[src/rtl/alarm_cmp_pkg.sv]
package alarm_cmp_pkg;
  localparam int FIELD_W    = 8;
  localparam int NUM_FIELDS = 7;
  localparam int ADDR_W     = 4;

  localparam logic [ADDR_W-1:0] ADDR_CFG      = 4'd0;
  localparam logic [ADDR_W-1:0] ADDR_MIN_VIEW = 4'd8;

  typedef enum int unsigned {
    F_SEC   = 0,
    F_MIN   = 1,
    F_HOUR  = 2,
    F_DATE  = 3,
    F_MONTH = 4,
    F_WDAY  = 5,
    F_YEAR  = 6
  } field_e;
endpackage

[src/rtl/alarm_cmp_rstsync.sv]
module alarm_cmp_rstsync #(
  parameter int STAGES = 2
) (
  input  logic clk,
  input  logic rst_n,
  output logic rst_ns
);
  logic [STAGES-1:0] sync_q;
  logic [STAGES-1:0] sync_d;

  always_comb begin
    sync_d = {sync_q[STAGES-2:0], 1'b1};
  end

  always_ff @(posedge clk or negedge rst_n) begin
    if (!rst_n) sync_q <= '0;
    else        sync_q <= sync_d;
  end

  assign rst_ns = sync_q[STAGES-1];
endmodule

[src/rtl/alarm_cmp_regs.sv]
module alarm_cmp_regs #(
  parameter int FW = 8,
  parameter int NF = 7,
  parameter int AW = 4
) (
  input  logic                   clk,
  input  logic                   rst_n,
  input  logic                   wr_en,
  input  logic [AW-1:0]          wr_addr,
  input  logic [FW-1:0]          wr_data,
  input  logic                   rd_en,
  input  logic [AW-1:0]          rd_addr,
  output logic [NF-1:0]          mask_o,
  output logic [NF-1:0][FW-1:0]  thr_o,
  output logic                   access_o
);
  localparam logic [AW-1:0] LAST_ADDR = AW'(NF);

  logic              mask_en;
  logic [NF-1:0]     mask_q;
  logic [NF-1:0]     thr_en;

  always_comb begin
    mask_en = wr_en && (wr_addr == '0);
  end

  always_ff @(posedge clk or negedge rst_n) begin
    if (!rst_n)       mask_q <= '0;
    else if (mask_en) mask_q <= wr_data[NF-1:0];
  end

  for (genvar i = 0; i < NF; i++) begin : g_thr
    logic [FW-1:0] thr_q;

    always_comb begin
      thr_en[i] = wr_en && (wr_addr == AW'(i + 1));
    end

    always_ff @(posedge clk or negedge rst_n) begin
      if (!rst_n)         thr_q <= '0;
      else if (thr_en[i]) thr_q <= wr_data;
    end

    assign thr_o[i] = thr_q;
  end

  always_comb begin
    access_o = (wr_en && (wr_addr <= LAST_ADDR)) ||
               (rd_en && (rd_addr <= LAST_ADDR));
  end

  assign mask_o = mask_q;
endmodule

[src/rtl/alarm_cmp_match.sv]
module alarm_cmp_match #(
  parameter int FW = 8,
  parameter int NF = 7
) (
  input  logic [NF-1:0]          mask,
  input  logic [NF-1:0][FW-1:0]  thr,
  input  logic [NF-1:0][FW-1:0]  cur,
  output logic                   hit
);
  logic [NF-1:0] field_eq;

  for (genvar i = 0; i < NF; i++) begin : g_cmp
    assign field_eq[i] = (thr[i] == cur[i]);
  end

  always_comb begin
    hit = (|mask) && (&(field_eq | ~mask));
  end
endmodule

[src/rtl/alarm_cmp_flag.sv]
module alarm_cmp_flag #(
  parameter int NF = 7
) (
  input  logic          clk,
  input  logic          rst_n,
  input  logic          tick,
  input  logic          hit,
  input  logic          clr,
  input  logic [NF-1:0] mask,
  output logic          flag_o
);
  logic flag_q;
  logic flag_d;
  logic flag_en;

  always_comb begin
    flag_en = clr || (tick && hit);
    flag_d  = clr ? 1'b0 : 1'b1;
  end

  always_ff @(posedge clk or negedge rst_n) begin
    if (!rst_n)       flag_q <= 1'b0;
    else if (flag_en) flag_q <= flag_d;
  end

  assign flag_o = flag_q;

  AST_SET_ONLY_ON_TICK: assert property (@(posedge clk) disable iff (!rst_n)
    $rose(flag_q) |-> $past(tick));
  AST_NO_SET_EMPTY_MASK: assert property (@(posedge clk) disable iff (!rst_n)
    $rose(flag_q) |-> ($past(mask) != '0));
  AST_CLEAR_WINS: assert property (@(posedge clk) disable iff (!rst_n)
    clr |=> !flag_q);
  AST_FLAG_STICKY: assert property (@(posedge clk) disable iff (!rst_n)
    (flag_q && !clr) |=> flag_q);
endmodule

[src/rtl/alarm_cmp.sv]
module alarm_cmp
  import alarm_cmp_pkg::*;
#(
  parameter int FW = FIELD_W,
  parameter int NF = NUM_FIELDS,
  parameter int AW = ADDR_W
) (
  input  logic          clk,
  input  logic          rst_n,
  input  logic          tick,
  input  logic [FW-1:0] cur_sec,
  input  logic [FW-1:0] cur_min,
  input  logic [FW-1:0] cur_hour,
  input  logic [FW-1:0] cur_date,
  input  logic [FW-1:0] cur_month,
  input  logic [FW-1:0] cur_wday,
  input  logic [FW-1:0] cur_year,
  input  logic          wr_en,
  input  logic [AW-1:0] wr_addr,
  input  logic [FW-1:0] wr_data,
  input  logic          rd_en,
  input  logic [AW-1:0] rd_addr,
  output logic [FW-1:0] rd_data
);
  logic                  rst_ns;
  logic [NF-1:0]         mask;
  logic [NF-1:0][FW-1:0] thr;
  logic [NF-1:0][FW-1:0] cur;
  logic                  access;
  logic                  hit;
  logic                  flag;

  always_comb begin
    cur            = '0;
    cur[F_SEC]     = cur_sec;
    cur[F_MIN]     = cur_min;
    cur[F_HOUR]    = cur_hour;
    cur[F_DATE]    = cur_date;
    cur[F_MONTH]   = cur_month;
    cur[F_WDAY]    = cur_wday;
    cur[F_YEAR]    = cur_year;
  end

  alarm_cmp_rstsync #(.STAGES(2)) u_rst (
    .clk    (clk),
    .rst_n  (rst_n),
    .rst_ns (rst_ns)
  );

  alarm_cmp_regs #(.FW(FW), .NF(NF), .AW(AW)) u_regs (
    .clk      (clk),
    .rst_n    (rst_ns),
    .wr_en    (wr_en),
    .wr_addr  (wr_addr),
    .wr_data  (wr_data),
    .rd_en    (rd_en),
    .rd_addr  (rd_addr),
    .mask_o   (mask),
    .thr_o    (thr),
    .access_o (access)
  );

  alarm_cmp_match #(.FW(FW), .NF(NF)) u_match (
    .mask (mask),
    .thr  (thr),
    .cur  (cur),
    .hit  (hit)
  );

  alarm_cmp_flag #(.NF(NF)) u_flag (
    .clk    (clk),
    .rst_n  (rst_ns),
    .tick   (tick),
    .hit    (hit),
    .clr    (access),
    .mask   (mask),
    .flag_o (flag)
  );

  always_comb begin
    rd_data = '0;
    if (rd_addr == ADDR_CFG) begin
      rd_data = FW'(mask);
    end else if (rd_addr == ADDR_MIN_VIEW) begin
      rd_data = {flag, cur_min[FW-2:0]};
    end else begin
      for (int i = 0; i < NF; i++) begin
        if (rd_addr == AW'(i + 1)) rd_data = thr[i];
      end
    end
  end
endmodule

[config.mk]
export PLATFORM = sky130hd
export DESIGN_NAME = alarm_cmp
export DESIGN_NICKNAME = d
export VERILOG_FILES = /design/src/rtl/alarm_cmp_pkg.sv /design/src/rtl/alarm_cmp_rstsync.sv /design/src/rtl/alarm_cmp_regs.sv /design/src/rtl/alarm_cmp_match.sv /design/src/rtl/alarm_cmp_flag.sv /design/src/rtl/alarm_cmp.sv
export SDC_FILE = /design/constraint.sdc
export NUM_CORES = 1
export LEC_CHECK = 0
export BUFFER_PORTS_ARGS = -buffer_cell sky130_fd_sc_hd__buf_2
export CORE_ASPECT_RATIO = 2
export CORE_MARGIN = 2
export CORE_UTILIZATION = 40
export CTS_CLUSTER_DIAMETER = 100
export DETAILED_ROUTE_END_ITERATION = 16
export PLACE_DENSITY = 0.61
export SETUP_SLACK_MARGIN = 0.2
export SLEW_MARGIN = 40
export SYNTH_ARGS = -nofsm -noshare
export SYNTH_HDL_FRONTEND = slang
export SYNTH_HIERARCHICAL = 1
export SYNTH_SLANG_ARGS = --single-unit
[constraint.sdc]
create_clock -name clk -period 3.1 [get_ports clk]
set_clock_uncertainty 0.15 [all_clocks]
set_input_delay 0 -clock clk [delete_from_list [all_inputs] [get_ports clk]]
set_output_delay 0 -clock clk [all_outputs]
set_load 0.1 [all_outputs]
==> out/metrics.cfg <==
[clock_tree]
clkLatencyLatePin_ps=340
cts.sinks=66
cts_buffers=9
cts_tree=yes
h-tree-depth=3
cts_resized=0
clockBufferDepth=2
clk_pin_slew_ps=50
cts_root_buf=clkbuf_16

[place]
io_buffers=84
dp.cells=569
gp_congestion=0.905
post-dp-hpwl_um=8930

[synth]
ys_ff_latch=66
netlist_instances=366
synth.distinct_cells=49
ys.flop_type=dfrtp_1
yosysSeqAreaShare=0.408
synthArstFlopShare=1.00
syn_area_um2=4050
ys_warn_count=6
synth-edff-count=0
synth_nets=443
synth.avg_cell_area_um2=11.1

[drt]
ant_nets=0
drc=0
dr.pass1.iters=4
drtIter0Drc=204
wl_per_cell_um=19.7
vias_per_cell=5.39
dr_total_vias=3211
drt-total-wl_um=11800

[critical_path]
slowest_delay_ps=560
crit_start=u_regs/g_thr[0].thr_q[4]
crit_arrival_ps=2370
crit_path_cell_trace=xnor2_1, nand4_1, o21ai_1, nand4_1, nor3_1, a21oi_1, nor2_1, dlygate4sd3_1
r2r-end=u_flag/flag_o
reg2reg_depth=8
path_class=register to register
crit_fanout=3
critPathCaptureType=register
cpMostUsedCell=nand4_1
rrSetupSlack_ps=850
worstReg2RegStart=u_regs/g_thr[0].thr_q[4]
critPathSlowestCell=dlygate4sd3_1
timing.critical_path.to=u_flag/flag_o
startpoint_type=register
required_ps=3220

[final_layout]
nets=534
fill_cells=960
n_antenna_cell=0
area_growth_pct=21.5
stdcell_count=596
final_layout_size_suffix_gt1_frac=0.384

[hold_path]
whs_path_depth=3
min_path_type=primary input to register

[floorplanning]
dieArea_um2=11000
die_h_um=146
row_count=52
core_um2=9950
fp.dieW_um=75.1
io_pins=85
start_util=0.407

[sta]
slew_viol_final=0
worst_slew_pin_slew_ps=703
finalCriticalPeriod_ps=2250
period_share=0.726
fin_tns_setup_ps=0
rsz0062_at_grt=false
timing.fmax_mhz=445
hold_violations=0
setup_viol=0
slew_headroom=0.531

[grt]
grt_start_max_net_pins=44
grt.total_usage=0.230
grt_pass1_vias=3240
grt_pass1_wl_um=18100
grt.overflow.total=0
antenna_found_initial=0

[pwr]
ir_drop_uv=486
leakage_nw=2.13
powerDensity_nw_per_um2=614

[status]
status=finished clean

[run]
cap_violations=0

-- area by class of cell --
cell class | count | area (um^2) | area share
Sequential cell | 66 | 1660 | 0.337
Multi-Input combinational cell | 271 | 2220 | 0.452
Tap cell | 135 | 169 | 0.0344
Inverter | 11 | 41.3 | 0.00840
Clock inverter | 3 | 15.0 | 0.00305
Clock buffer | 12 | 256 | 0.0522
Timing Repair Buffer | 98 | 556 | 0.113
-- logic make-up after synthesis --
family,after synthesis,share of synthesized area
buffers and inverters,29,0.0436
other,1,0.000926
XOR/XNOR,56,0.121
AO/OA/AOI/OAI,68,0.109
flip-flops,66,0.408
multiplexers,76,0.208
AND/OR/NAND/NOR,70,0.109
-- what timing repair did --
action                    CTS  global route
hold endpoints to repair   58             0
hold buffers               12             0
buffers inserted            0             0
-- layout by cell type (no fill, tap or decap), drive strengths merged, types with 13 or more instances in the layout --
cell type  count
xnor2         48
nor2          16
buf           86
nand4         13
dfrtp         66
a21oi         20
mux2          64
-- state kept, by name, indices dropped and copies added, names as in the netlist --
signal	count
u_flag/flag_o	1
u_rst/sync_q	2
u_regs/g_thr.thr_q	56
u_regs/mask_o	7
-- per-stage QoR --
step / hold slack (ps) / setup slack (ps) / instance area [um^2] / util / power, mW
after floorplan: -446 / 533 / 4050 / - / 1.83
after global placement: -363 / 1110 / 4520 / 0.454 / 2.09
after detailed placement: -361 / 1110 / 4530 / 0.455 / 2.10
after CTS: 35.2 / 833 / 4920 / 0.494 / 3.04
after global routing: 63.5 / 720 / 4920 / 0.494 / 3.18
final: 38.9 / 851 / 4920 / 0.494 / 3.02
-- cell usage after synthesis (3+ instances only) --
cell type / count / area [um^2]
o22ai_1: 12 / 75.1
buf_2: 9 / 45.0
nor3b_4: 3 / 56.3
xnor2_1: 48 / 420
dfrtp_1: 66 / 1650
nor4_1: 3 / 18.8
nand2_1: 6 / 22.5
xor2_1: 8 / 70.1
o21ai_0: 4 / 20.0
a311o_1: 3 / 30.0
nand2b_1: 7 / 43.8
mux2i_1: 12 / 120
nor2_1: 15 / 56.3
a21oi_1: 18 / 90.1
nor2b_1: 7 / 43.8
nand4_1: 13 / 81.3
or3_1: 3 / 18.8
o21ai_1: 7 / 35.0
mux2_2: 64 / 721
buf_6: 4 / 45.0
a31oi_1: 7 / 43.8
inv_1: 11 / 41.3
nor3_1: 4 / 20.0
-- how the worst min path moves through the flow --
stage	slack, ps	end	from
CTS	40	u_regs/g_thr[4].thr_q[7]	wr_addr[1]
detailed placement	-360	u_rst/sync_q[0]	rst_n
finish	40	u_regs/g_thr[4].thr_q[4]	wr_addr[1]
floorplan	-450	u_rst/sync_q[0]	rst_n
global placement	-360	u_rst/sync_q[0]	rst_n
global route	60	u_regs/g_thr[4].thr_q[3]	wr_addr[1]
-- power breakdown --
group / leakage, nW / internal (mW) / switching, mW
Combinational: 1.19 / 0.409 / 0.394
Clock: 0.138 / 0.575 / 0.349
Sequential: 0.809 / 1.06 / 0.235
-- worst max-delay path, delay by kind of cell, from the launching register on --
family | cells | cell delay, ps
flip-flops | 1 | 410
XOR/XNOR | 1 | 170
AO/OA/AOI/OAI | 2 | 350
buffers and inverters | 1 | 560
AND/OR/NAND/NOR | 4 | 550
-- per-layer routing --
metal	GRT usage	wire length (um)	up-vias
met2	0.374	6000	133
met5	0	0	-
met3	0.0511	682	18
met4	0.0728	255	0
li1	-	-	1518
met1	0.298	4820	1542
(Power assumes the default switching activity.)
